`src/rtl/dmp_pkg.sv`:
```
package dmp_pkg;

  typedef enum logic [1:0] {
    ST_OK    = 2'b00,
    ST_WAIT  = 2'b01,
    ST_FAULT = 2'b10
  } rsp_st_e;

  // debug-port register addresses
  localparam logic [1:0] DPA_IDENT = 2'b00;
  localparam logic [1:0] DPA_POWER = 2'b01;
  localparam logic [1:0] DPA_SEL   = 2'b10;
  localparam logic [1:0] DPA_RBUF  = 2'b11;

  // access-port register addresses (port 0, bank 0)
  localparam logic [1:0] APA_CTL  = 2'b00;
  localparam logic [1:0] APA_ADDR = 2'b01;
  localparam logic [1:0] APA_RSV  = 2'b10;
  localparam logic [1:0] APA_DATA = 2'b11;

  // power register bit positions
  localparam int unsigned PWR_SYS_ACK = 31;
  localparam int unsigned PWR_SYS_REQ = 30;
  localparam int unsigned PWR_DBG_ACK = 29;
  localparam int unsigned PWR_DBG_REQ = 28;

  localparam logic [1:0] INC_OFF    = 2'b00;
  localparam logic [1:0] INC_SINGLE = 2'b01;
  localparam logic [2:0] SZ_BYTE    = 3'b000;
  localparam logic [2:0] SZ_HALF    = 3'b001;
  localparam logic [2:0] SZ_WORD    = 3'b010;

  typedef struct packed {
    logic [1:0] incmode;
    logic [2:0] size;
  } xfer_ctl_t;

endpackage

```
`src/rtl/dmp_rst_sync.sv`:
```
module dmp_rst_sync #(
  parameter int unsigned STAGES = 2
) (
  input  logic clk,
  input  logic rst_n,
  output logic rst_q_n
);

  logic [STAGES-1:0] sr_q;

  always_ff @(posedge clk or negedge rst_n) begin
    if (!rst_n) sr_q <= '0;
    else        sr_q <= {sr_q[STAGES-2:0], 1'b1};
  end

  assign rst_q_n = sr_q[STAGES-1];

endmodule

```
`src/rtl/dmp_dp_regs.sv`:
```
module dmp_dp_regs
  import dmp_pkg::*;
#(
  parameter int unsigned DATA_W  = 32,
  parameter int unsigned ACK_DLY = 3,
  parameter int unsigned PORT_W  = 8,
  parameter int unsigned BANK_W  = 4
) (
  input  logic              clk,
  input  logic              rst_n,
  input  logic              pwr_we,
  input  logic [1:0]        pwr_req_wr,   // [0] system, [1] debug
  input  logic              sel_we,
  input  logic [PORT_W-1:0] port_wr,
  input  logic [BANK_W-1:0] bank_wr,
  output logic [DATA_W-1:0] pwr_rd,
  output logic [DATA_W-1:0] sel_rd,
  output logic [PORT_W-1:0] port_sel,
  output logic [BANK_W-1:0] bank_sel,
  output logic              pwr_ok
);

  localparam int unsigned PORT_LSB = DATA_W - PORT_W;
  localparam int unsigned BANK_LSB = 4;

  logic [1:0]        req_q, req_d;
  logic [1:0]        ack;
  logic [PORT_W-1:0] port_q, port_d;
  logic [BANK_W-1:0] bank_q, bank_d;

  always_comb begin
    req_d  = pwr_we ? pwr_req_wr : req_q;
    port_d = sel_we ? port_wr : port_q;
    bank_d = sel_we ? bank_wr : bank_q;
  end

  always_ff @(posedge clk or negedge rst_n) begin
    if (!rst_n) begin
      req_q  <= '0;
      port_q <= '0;
      bank_q <= '0;
    end else begin
      req_q  <= req_d;
      port_q <= port_d;
      bank_q <= bank_d;
    end
  end

  // one delay line per power domain
  for (genvar d = 0; d < 2; d++) begin : g_pwr
    logic [ACK_DLY-1:0] dly_q, dly_d;
    if (ACK_DLY == 1) begin : g_short
      assign dly_d = req_q[d];
    end else begin : g_long
      assign dly_d = {dly_q[ACK_DLY-2:0], req_q[d]};
    end
    always_ff @(posedge clk or negedge rst_n) begin
      if (!rst_n) dly_q <= '0;
      else        dly_q <= dly_d;
    end
    assign ack[d] = dly_q[ACK_DLY-1];
  end

  always_comb begin
    pwr_rd = '0;
    pwr_rd[PWR_SYS_ACK] = ack[0];
    pwr_rd[PWR_SYS_REQ] = req_q[0];
    pwr_rd[PWR_DBG_ACK] = ack[1];
    pwr_rd[PWR_DBG_REQ] = req_q[1];
    sel_rd = '0;
    sel_rd[PORT_LSB +: PORT_W] = port_q;
    sel_rd[BANK_LSB +: BANK_W] = bank_q;
  end

  assign port_sel = port_q;
  assign bank_sel = bank_q;
  assign pwr_ok   = &ack;

endmodule

```
`src/rtl/dmp_ap_regs.sv`:
```
module dmp_ap_regs
  import dmp_pkg::*;
#(
  parameter int unsigned DATA_W = 32
) (
  input  logic              clk,
  input  logic              rst_n,
  input  logic              ctl_we,
  input  xfer_ctl_t         ctl_wr,
  input  logic              addr_we,
  input  logic [DATA_W-1:0] addr_wr,
  input  logic              step,
  output xfer_ctl_t         ctl,
  output logic [DATA_W-1:0] xaddr,
  output logic [DATA_W-1:0] ctl_rd
);

  localparam int unsigned CTL_W = $bits(xfer_ctl_t);

  xfer_ctl_t         ctl_q, ctl_d;
  logic [DATA_W-1:0] addr_q, addr_d;
  logic [DATA_W-1:0] stride;

  always_comb begin
    unique case (ctl_q.size)
      SZ_BYTE: stride = DATA_W'(1);
      SZ_HALF: stride = DATA_W'(2);
      default: stride = DATA_W'(4);
    endcase
  end

  always_comb begin
    ctl_d  = ctl_we ? ctl_wr : ctl_q;
    addr_d = addr_q;
    if (addr_we)
      addr_d = addr_wr;
    else if (step && ctl_q.incmode == INC_SINGLE)
      addr_d = addr_q + stride;
  end

  always_ff @(posedge clk or negedge rst_n) begin
    if (!rst_n) begin
      ctl_q  <= '{incmode: INC_OFF, size: SZ_WORD};
      addr_q <= '0;
    end else begin
      ctl_q  <= ctl_d;
      addr_q <= addr_d;
    end
  end

  assign ctl    = ctl_q;
  assign xaddr  = addr_q;
  assign ctl_rd = {{(DATA_W-CTL_W-1){1'b0}}, ctl_q.incmode, 1'b0, ctl_q.size};

endmodule

```
`src/rtl/dmp_bus_engine.sv`:
```
module dmp_bus_engine #(
  parameter int unsigned DATA_W = 32
) (
  input  logic              clk,
  input  logic              rst_n,
  input  logic              issue_wr,
  input  logic              issue_rd,
  input  logic [DATA_W-1:0] addr_in,
  input  logic [DATA_W-1:0] wdata_in,
  input  logic              mem_ready,
  input  logic [DATA_W-1:0] mem_rdata,
  output logic              mem_req,
  output logic              mem_we,
  output logic [DATA_W-1:0] mem_addr,
  output logic [DATA_W-1:0] mem_wdata,
  output logic              busy,
  output logic              done,
  output logic [DATA_W-1:0] rbuf
);

  logic              req_q, req_d;
  logic              we_q, we_d;
  logic [DATA_W-1:0] addr_q, addr_d;
  logic [DATA_W-1:0] wd_q, wd_d;
  logic [DATA_W-1:0] rbuf_q, rbuf_d;

  assign done = req_q & mem_ready;

  always_comb begin
    req_d  = req_q;
    we_d   = we_q;
    addr_d = addr_q;
    wd_d   = wd_q;
    rbuf_d = rbuf_q;
    if (done) begin
      req_d = 1'b0;
      if (!we_q) rbuf_d = mem_rdata;
    end else if (issue_wr || issue_rd) begin
      req_d  = 1'b1;
      we_d   = issue_wr;
      addr_d = addr_in;
      wd_d   = issue_wr ? wdata_in : '0;
    end
  end

  always_ff @(posedge clk or negedge rst_n) begin
    if (!rst_n) begin
      req_q  <= 1'b0;
      we_q   <= 1'b0;
      addr_q <= '0;
      wd_q   <= '0;
      rbuf_q <= '0;
    end else begin
      req_q  <= req_d;
      we_q   <= we_d;
      addr_q <= addr_d;
      wd_q   <= wd_d;
      rbuf_q <= rbuf_d;
    end
  end

  assign mem_req   = req_q;
  assign mem_we    = we_q;
  assign mem_addr  = addr_q;
  assign mem_wdata = wd_q;
  assign busy      = req_q;
  assign rbuf      = rbuf_q;

endmodule

```
`src/rtl/dbg_mem_port.sv`:
```
module dbg_mem_port
  import dmp_pkg::*;
#(
  parameter int unsigned       DATA_W      = 32,
  parameter int unsigned       ACK_DLY     = 3,
  parameter int unsigned       SYNC_STAGES = 2,
  parameter logic [DATA_W-1:0] ID_VALUE    = 32'h3E51_A0D1
) (
  input  logic              clk,
  input  logic              rst_n,
  input  logic              req_valid,
  input  logic              req_ap,
  input  logic              req_rnw,
  input  logic [1:0]        req_addr,
  input  logic [DATA_W-1:0] req_wdata,
  output logic              rsp_valid,
  output logic [1:0]        rsp_status,
  output logic [DATA_W-1:0] rsp_rdata,
  output logic              mem_req,
  output logic              mem_we,
  output logic [DATA_W-1:0] mem_addr,
  output logic [DATA_W-1:0] mem_wdata,
  input  logic              mem_ready,
  input  logic [DATA_W-1:0] mem_rdata
);

  localparam int unsigned PORT_W = 8;
  localparam int unsigned BANK_W = 4;

  logic              rst_q_n;
  logic              pwr_we, sel_we, ctl_we, addr_we, issue_wr, issue_rd;
  logic              busy, done, pwr_ok, ap_hit;
  logic [DATA_W-1:0] pwr_rd, sel_rd, ctl_rd, xaddr, rbuf, rd_mux;
  logic [PORT_W-1:0] port_sel;
  logic [BANK_W-1:0] bank_sel;
  xfer_ctl_t         ctl, ctl_wr;
  rsp_st_e           st_d;

  logic              rv_q, rv_d;
  rsp_st_e           st_q;
  logic [DATA_W-1:0] rd_q, rd_d;

  dmp_rst_sync #(.STAGES(SYNC_STAGES)) u_rst (
    .clk(clk), .rst_n(rst_n), .rst_q_n(rst_q_n)
  );

  assign ap_hit = (port_sel == '0) && (bank_sel == '0);
  assign ctl_wr = '{incmode: req_wdata[5:4], size: req_wdata[2:0]};

  // request decode: WAIT beats FAULT beats execution
  always_comb begin
    st_d     = ST_OK;
    rd_mux   = '0;
    pwr_we   = 1'b0;
    sel_we   = 1'b0;
    ctl_we   = 1'b0;
    addr_we  = 1'b0;
    issue_wr = 1'b0;
    issue_rd = 1'b0;
    if (req_valid) begin
      if (busy) begin
        st_d = ST_WAIT;
      end else if (req_ap && !pwr_ok) begin
        st_d = ST_FAULT;
      end else if (!req_ap) begin
        unique case (req_addr)
          DPA_IDENT: rd_mux = ID_VALUE;
          DPA_POWER: begin rd_mux = pwr_rd; pwr_we = !req_rnw; end
          DPA_SEL:   begin rd_mux = sel_rd; sel_we = !req_rnw; end
          default:   rd_mux = rbuf;
        endcase
      end else if (ap_hit) begin
        unique case (req_addr)
          APA_CTL:  begin rd_mux = ctl_rd; ctl_we  = !req_rnw; end
          APA_ADDR: begin rd_mux = xaddr;  addr_we = !req_rnw; end
          APA_RSV:  rd_mux = '0;
          default: begin
            rd_mux   = rbuf;
            issue_wr = !req_rnw;
            issue_rd = req_rnw;
          end
        endcase
      end
    end
  end

  assign rv_d = req_valid;
  assign rd_d = (req_valid && req_rnw && st_d == ST_OK) ? rd_mux : '0;

  always_ff @(posedge clk or negedge rst_q_n) begin
    if (!rst_q_n) begin
      rv_q <= 1'b0;
      st_q <= ST_OK;
      rd_q <= '0;
    end else begin
      rv_q <= rv_d;
      st_q <= st_d;
      rd_q <= rd_d;
    end
  end

  assign rsp_valid  = rv_q;
  assign rsp_status = st_q;
  assign rsp_rdata  = rd_q;

  dmp_dp_regs #(
    .DATA_W(DATA_W), .ACK_DLY(ACK_DLY), .PORT_W(PORT_W), .BANK_W(BANK_W)
  ) u_dp (
    .clk(clk), .rst_n(rst_q_n),
    .pwr_we(pwr_we),
    .pwr_req_wr({req_wdata[PWR_DBG_REQ], req_wdata[PWR_SYS_REQ]}),
    .sel_we(sel_we),
    .port_wr(req_wdata[DATA_W-1 -: PORT_W]),
    .bank_wr(req_wdata[4 +: BANK_W]),
    .pwr_rd(pwr_rd), .sel_rd(sel_rd),
    .port_sel(port_sel), .bank_sel(bank_sel), .pwr_ok(pwr_ok)
  );

  dmp_ap_regs #(.DATA_W(DATA_W)) u_ap (
    .clk(clk), .rst_n(rst_q_n),
    .ctl_we(ctl_we), .ctl_wr(ctl_wr),
    .addr_we(addr_we), .addr_wr(req_wdata),
    .step(done),
    .ctl(ctl), .xaddr(xaddr), .ctl_rd(ctl_rd)
  );

  dmp_bus_engine #(.DATA_W(DATA_W)) u_bus (
    .clk(clk), .rst_n(rst_q_n),
    .issue_wr(issue_wr), .issue_rd(issue_rd),
    .addr_in(xaddr), .wdata_in(req_wdata),
    .mem_ready(mem_ready), .mem_rdata(mem_rdata),
    .mem_req(mem_req), .mem_we(mem_we),
    .mem_addr(mem_addr), .mem_wdata(mem_wdata),
    .busy(busy), .done(done), .rbuf(rbuf)
  );

endmodule

```
`config.mk`:
```
export PLATFORM = sky130hd
export DESIGN_NAME = dbg_mem_port
export DESIGN_NICKNAME = d
export VERILOG_FILES = /design/src/rtl/dmp_pkg.sv /design/src/rtl/dmp_rst_sync.sv /design/src/rtl/dmp_dp_regs.sv /design/src/rtl/dmp_ap_regs.sv /design/src/rtl/dmp_bus_engine.sv /design/src/rtl/dbg_mem_port.sv
export SDC_FILE = /design/constraint.sdc
export NUM_CORES = 1
export LEC_CHECK = 0
export ABC_AREA = 0
export CAP_MARGIN = 0
export CORE_MARGIN = 5
export CORE_UTILIZATION = 55
export DETAILED_ROUTE_END_ITERATION = 10
export PLACE_DENSITY = 0.9
export SYNTH_ARGS = -nofsm -noshare
export SYNTH_HDL_FRONTEND = slang
export SYNTH_HIERARCHICAL = 1
export SYNTH_SLANG_ARGS = --single-unit
```
`constraint.sdc`:
```
create_clock -name clk -period 9.81 [get_ports clk]
set_input_delay 1.962 -clock clk [delete_from_list [all_inputs] [get_ports clk]]
set_output_delay 1.962 -clock clk [all_outputs]
set_load 0.02 [all_outputs]
```
==> results of run 1 <==
[per-stage QoR]
stage          hold slack (ns)  total power, mW  setup WS [ns]
4_1_cts                  0.352             1.85           4.82
3_5_place_dp             0.335             1.12           4.36
6_report                 0.349             1.84           4.76
3_3_place_gp             0.332             1.11           4.53
5_1_grt                  0.357             1.92           4.57
2_1_floorplan            0.331             1.07           4.07
[report_power, final]
group / total, mW / internal [mW] / switching, mW
Sequential: 0.906 / 0.855 / 0.0514
Clock: 0.732 / 0.399 / 0.333
Combinational: 0.201 / 0.109 / 0.0928
[worst max-delay path, stage by stage]
cell             delay [ns]
clkdlybuf4s50_1        0.95
nand2_1                0.58
nor2_1                 0.56
a2bb2oi_4              0.87
mux2_2                 0.43
[cells in the final DEF (no fill, tap or decap), types with 10 or more instances in the layout]
cell type and instances:
conb_1 76, mux2_2 86, xor2_1 17, nand2b_1 16, a221oi_1 14, clkbuf_16 17
o22ai_1 14, mux2_4 12, nand3_1 14, a22o_1 32, a2111oi_2 12, o21ai_0 46
a211oi_1 19, nand4_1 11, nor2b_1 20, a22oi_1 18, clkdlybuf4s50_1 171, xnor2_1 10
nand2_1 47, nor2_1 47, dfrtp_1 190
[cell families after synthesis]
logic type      share of synthesized area
simple gates                        0.111
xor+xnor                           0.0242
other cells                       0.00115
fa+ha+maj                         0.00589
flops                               0.492
compound gates                      0.137
buf+inv                             0.107
mux                                 0.122
[final cells by class]
type                    instances  area, um^2  share of cell area
repair buffers                181        1780               0.152
clock inverters                14         188              0.0160
flip-flops and latches        192        4810               0.410
multi-input cells             587        4220               0.359
clock buffers                  18         439              0.0374
well taps                     225         282              0.0240
inverters                       4        17.5             0.00149
[per-layer routing]
metal | global-route usage | wire, um | part of all wire
met4 | 0.0892 | 863 | 0.035
met3 | 0.0569 | 2150 | 0.086
met2 | 0.402 | 11900 | 0.47
met1 | 0.344 | 10100 | 0.40
met5 | 0 | 0 | 0
[registers in the layout, summed over array words and instances (netlist names), 5 cells and up]
| name | cells |
|---|---|
| rsp_rdata | 32 |
| u_bus/mem_wdata | 32 |
| u_dp/port_sel | 8 |
| u_ap/xaddr | 32 |
| u_dp/g_pwr.dly_q | 6 |
| u_bus/mem_addr | 32 |
| u_ap/ctl | 5 |
| u_bus/rbuf | 32 |
[synth_stat cells (2+ instances only)]
cell type	instances	area share
a21oi_1	4	0.0020
a2111oi_2	12	0.018
nor3_1	10	0.0051
xor2_1	17	0.015
nand3_1	14	0.0072
mux2_2	86	0.099
nor4_1	6	0.0038
buf_2	16	0.0082
a22oi_1	18	0.014
ha_1	3	0.0038
or2_2	2	0.0013
mux2i_1	2	0.0020
o22ai_1	14	0.0090
a211oi_1	19	0.015
nor2_1	48	0.018
nand4b_1	3	0.0027
and3_1	5	0.0032
o21ai_0	46	0.024
inv_1	2	0.00077
and2_1	4	0.0026
buf_6	6	0.0069
a21o_1	3	0.0023
xnor2_1	10	0.0090
conb_1	3	0.0012
a22o_1	32	0.029
buf_4	103	0.079
clkbuf_8	3	0.0042
nand2b_1	16	0.010
a221oi_1	14	0.013
dfrtp_1	191	0.49
mux2_1	2	0.0023
o31a_1	2	0.0018
mux2_4	12	0.018
nand3b_1	2	0.0015
nor2b_1	20	0.013
clkbuf_1	17	0.0065
o21ai_1	2	0.0010
nor4b_1	2	0.0018
nand2_1	47	0.018
nand4_1	11	0.0070
a2111oi_1	2	0.0020
[worst paths after layout]
check                                       startpoint                endpoint  slack (ns)
worst max-delay path                       req_addr[1]      u_bus/mem_addr[11]        4.76
worst min-delay path            u_dp/g_pwr[1].dly_q[0]  u_dp/g_pwr[1].dly_q[1]        0.35
worst max register to register              u_bus/busy      u_bus/mem_addr[11]        6.55
worst min register to register  u_dp/g_pwr[1].dly_q[0]  u_dp/g_pwr[1].dly_q[1]        0.35
max in group asynchronous                u_rst/sr_q[1]          u_bus/rbuf[26]        7.94
min in group asynchronous                u_rst/sr_q[1]      u_bus/mem_wdata[8]        0.44
==> results.py, run 1 <==
metrics = {
    "clock_network": {
        "cts_tree": "done",
        "cts_max_level": 4,
        "root_buffer": "clkbuf_16",
        "worstSkewPairLatency_ns": 0.44,
        "cts_hold_buf": 0,
        "postCtsSetupBuffers": 0,
        "numCtsBuffers": 17,
        "cts_sinks": 192,
        "cts_resized": 0,
        "cts.reportedPaths.clkPinSlew_ns": 0.07,
        "clk_path_buf_depth": 2,
    },
    "power_and_ir_drop": {
        "peakVddDrop_uv": 120,
        "power_density_nw_per_um2": 157,
        "leakage_nw": 5.12,
    },
    "timing": {
        "max_freq_ghz": 0.198,
        "rsz0062_at_grt": "no",
        "min_period_ns": 5.05,
        "hold_viol": 0,
        "fin_skew_ns": 0.00911,
        "worst_pin_slew_ns": 1.11,
        "setup_violations": 0,
        "finalMaxSlewViolations": 0,
        "slew_headroom": 0.256,
        "setup_tns_ns": 0,
        "min_period_over_period": 0.515,
    },
    "finish": {
        "syn_to_final_growth_pct": 20.1,
        "post-route-util": 0.676,
        "design_area_um2": 11700,
        "num-fill-cells": 1269,
        "drive_gt1_frac": 0.176,
        "diodes": 0,
        "layoutNonFillerInstCount": 1221,
        "final_nets": 1059,
    },
    "floorplanning": {
        "core_um2": 17400,
        "start_util": 0.563,
        "ios": 173,
        "core.rowCount": 48,
        "die_h_um": 143,
        "die_area_um2": 20500,
        "die_w_um": 143,
    },
    "placement": {
        "dp.cells": 1189,
        "gp_congestion": 0.938,
        "place_area_um2": 11100,
        "port_buffers": 172,
        "dpl.hpwl_um": 17300,
    },
    "worst_setup_path": {
        "required_ns": 10.13,
        "critPathLaunchType": "primary input",
        "ff2ff_path_depth": 6,
        "endpoint_kind": "flip-flop",
        "path_class": "in2reg",
        "worstPathArrival_ns": 5.37,
        "path_max_fanout": 32,
    },
    "yosys": {
        "netlist_instances": 855,
        "synth_seq_area_share": 0.492,
        "syn_area_um2": 9770,
        "ys.flop_type": "dfrtp_1",
        "synth_seq_cells": 192,
        "synth_async_sr_flop_share": 1.00,
        "synth_edf_count": 0,
        "synth_cell_types": 65,
        "synth.avg_cell_area_um2": 11.4,
        "ys_warn_count": 6,
    },
    "worst_hold_path": {
        "min_path_cells": 0,
        "hold_path.class": "reg2reg",
    },
    "detailed_routing": {
        "viasPerCell": 5.73,
        "wirelength_um": 25000,
        "ant_nets": 0,
        "num_vias": 6995,
        "wire_per_inst_um": 20.5,
        "drt_iter0_drc": 788,
        "drc": 0,
        "dr.pass1.iters": 6,
    },
    "grt": {
        "grt_pass1_wl_um": 39900,
        "grt_pass1_vias": 7190,
        "track_usage": 0.252,
        "grt_antenna_before_repair": 0,
        "grt_max_degree": 75,
        "grt_overflow": 0,
    },
    "job": {
        "maxCapViolCount": 0,
    },
    "status": {
        "run_status": "finished, final reports clean",
    },
}
No activity file was read; power rests on OpenSTA's default activity.
==> run 2, diff against run 1 <==
- CORE_UTILIZATION: 55 -> 53
- PLACE_DENSITY: 0.9 -> 0.87
- clock period: 9.81 -> 5.2 ns (I/O delays scaled with it)
==> run 2 against run 1 <==
Effect of this change: cell count up 0.66%; largest power group unchanged; count of clock-buffer cells in the layout unchanged; non-clock buffer count increased by 4; global-route usage is 1.9 points lower.
==> results.py, run 2 (synthesis gave the netlist of run 1 again) <==
metrics = {
    "status": {
        "run_status": "finished, final reports clean",
    },
    "worst_setup_path": {
        "rrSetupSlack_ns": 2.28,
        "rr_startpoint": "u_dp/g_pwr[1].dly_q[2]",
        "required_ns": 5.52,
        "slowest_delay_ns": 0.71,
        "path_common_cell": "o31a_1",
        "cp_slowest_cell": "clkdlybuf4s50_1",
        "critPathCapture": "u_ap/xaddr[31]",
        "critPathLaunchType": "primary input",
        "worstPathArrival_ns": 3.87,
        "cp_cell_sequence": "clkdlybuf4s50_1 -> and2_1 -> nand3b_1 -> or4_4 -> or2_4 -> o31a_1 -> o31a_1",
        "crit_buf_inv": 1,
        "setup.worst_path.start": "mem_ready",
        "r2r-end": "u_bus/mem_addr[24]",
        "crit_family": "simple AND/OR/NAND/NOR gates",
        "ff2ff_path_depth": 8,
        "endpoint_kind": "flip-flop",
        "path_class": "in2reg",
        "path_depth": 7,
        "path_max_fanout": 11,
    },
    "finish": {
        "final_cell_mix": "dfrtp_1 (190), clkdlybuf4s50_1 (171), mux2_2 (86)",
        "drive_gt1_frac": 0.178,
        "post-route-util": 0.650,
        "final_common_cell": "dfrtp_1",
        "diodes": 0,
        "syn_to_final_growth_pct": 20.3,
        "final_nets": 1063,
        "design_area_um2": 11800,
    },
    "placement": {
        "port_buffers": 172,
        "gp_congestion": 0.947,
        "dp_slack_ns": 1.26,
        "place_area_um2": 11200,
        "dpl.hpwl_um": 17400,
    },
    "timing": {
        "rsz0062_at_grt": "no",
        "hold_viol": 0,
        "setup_violations": 0,
        "fin_skew_ns": 0.0108,
        "worst_pin_slew_ns": 0.921,
        "max_freq_ghz": 0.282,
        "min_period_ns": 3.55,
        "finalMaxSlewViolations": 0,
        "final.setup.worst_slack_ns": 1.65,
        "slew_headroom": 0.386,
        "min_period_over_period": 0.682,
        "setup_tns_ns": 0,
    },
    "detailed_routing": {
        "drc": 0,
        "wire_per_inst_um": 20.0,
        "viasPerCell": 5.65,
        "num_vias": 6940,
        "drt_iter0_drc": 679,
        "ant_nets": 0,
        "dr.pass1.iters": 6,
        "wirelength_um": 24600,
    },
    "clock_network": {
        "numCtsBuffers": 17,
        "root_buffer": "clkbuf_16",
        "cts_tree": "done",
        "cts_resized": 0,
        "cts_sinks": 192,
        "cts_hold_buf": 0,
        "clk_path_buf_depth": 2,
        "cts.reportedPaths.clkPinSlew_ns": 0.07,
        "cts_max_level": 4,
        "worstSkewPairLatency_ns": 0.44,
        "postCtsSetupBuffers": 0,
    },
    "grt": {
        "grt_max_degree": 133,
        "grt_overflow": 0,
        "grt_pass1_wl_um": 39200,
        "grt_antenna_before_repair": 0,
        "track_usage": 0.233,
        "grt_pass1_vias": 6999,
    },
    "power_and_ir_drop": {
        "peakVddDrop_uv": 267,
        "leakage_nw": 5.13,
        "power_density_nw_per_um2": 291,
        "power_mw": 3.42,
    },
    "floorplanning": {
        "core.rowCount": 49,
        "core_um2": 18100,
        "die_w_um": 146,
        "die_area_um2": 21300,
        "ios": 173,
        "die_h_um": 146,
        "start_util": 0.540,
    },
    "job": {
        "maxCapViolCount": 0,
    },
    "worst_hold_path": {
        "hold_path.class": "reg2reg",
        "hp-start": "u_rst/sr_q[0]",
        "min_path_cells": 0,
    },
}
-- run 2: layer usage --
metal	up-vias	GRT usage	wire length, um
li1	3170	-	-
met1	3411	0.321	10700
met2	305	0.364	11300
met3	54	0.0545	1870
met4	0	0.0845	754
met5	-	0	0
-- run 2: how the worst min path moves through the flow --
stage | end | slack, ns
final | u_rst/sr_q[1] | 0.35
after detailed placement | u_dp/g_pwr[0].dly_q[2] | 0.33
after global placement | u_rst/sr_q[1] | 0.33
after global routing | u_dp/g_pwr[0].dly_q[1] | 0.36
after CTS | u_dp/g_pwr[0].dly_q[2] | 0.35
after floorplan | u_rst/sr_q[1] | 0.33
-- run 2: final cells by class --
| type | count | area, um^2 |
|---|---|---|
| inverter | 4 | 17.5 |
| clock buffer | 18 | 429 |
| fill | 1364 | 6330 |
| clock inverter | 14 | 171 |
| sequential | 192 | 4810 |
| multi-input combinational | 587 | 4220 |
| timing repair buffer | 185 | 1830 |
| tap | 229 | 287 |
-- run 2: power by group --
group	switching (mW)	leakage [nW]	total [mW]	internal [mW]
registers	0.0928	2.56	1.71	1.61
logic	0.176	2.28	0.382	0.206
clock network	0.610	0.292	1.34	0.727
total	0.878	5.13	3.42	2.55
-- run 2: through the flow --
stage,cells,hold WS (ns)
after floorplan,928,0.331
after global placement,1197,0.333
after detailed placement,1197,0.335
after CTS,1229,0.347
after global routing,1229,0.363
final,1229,0.350
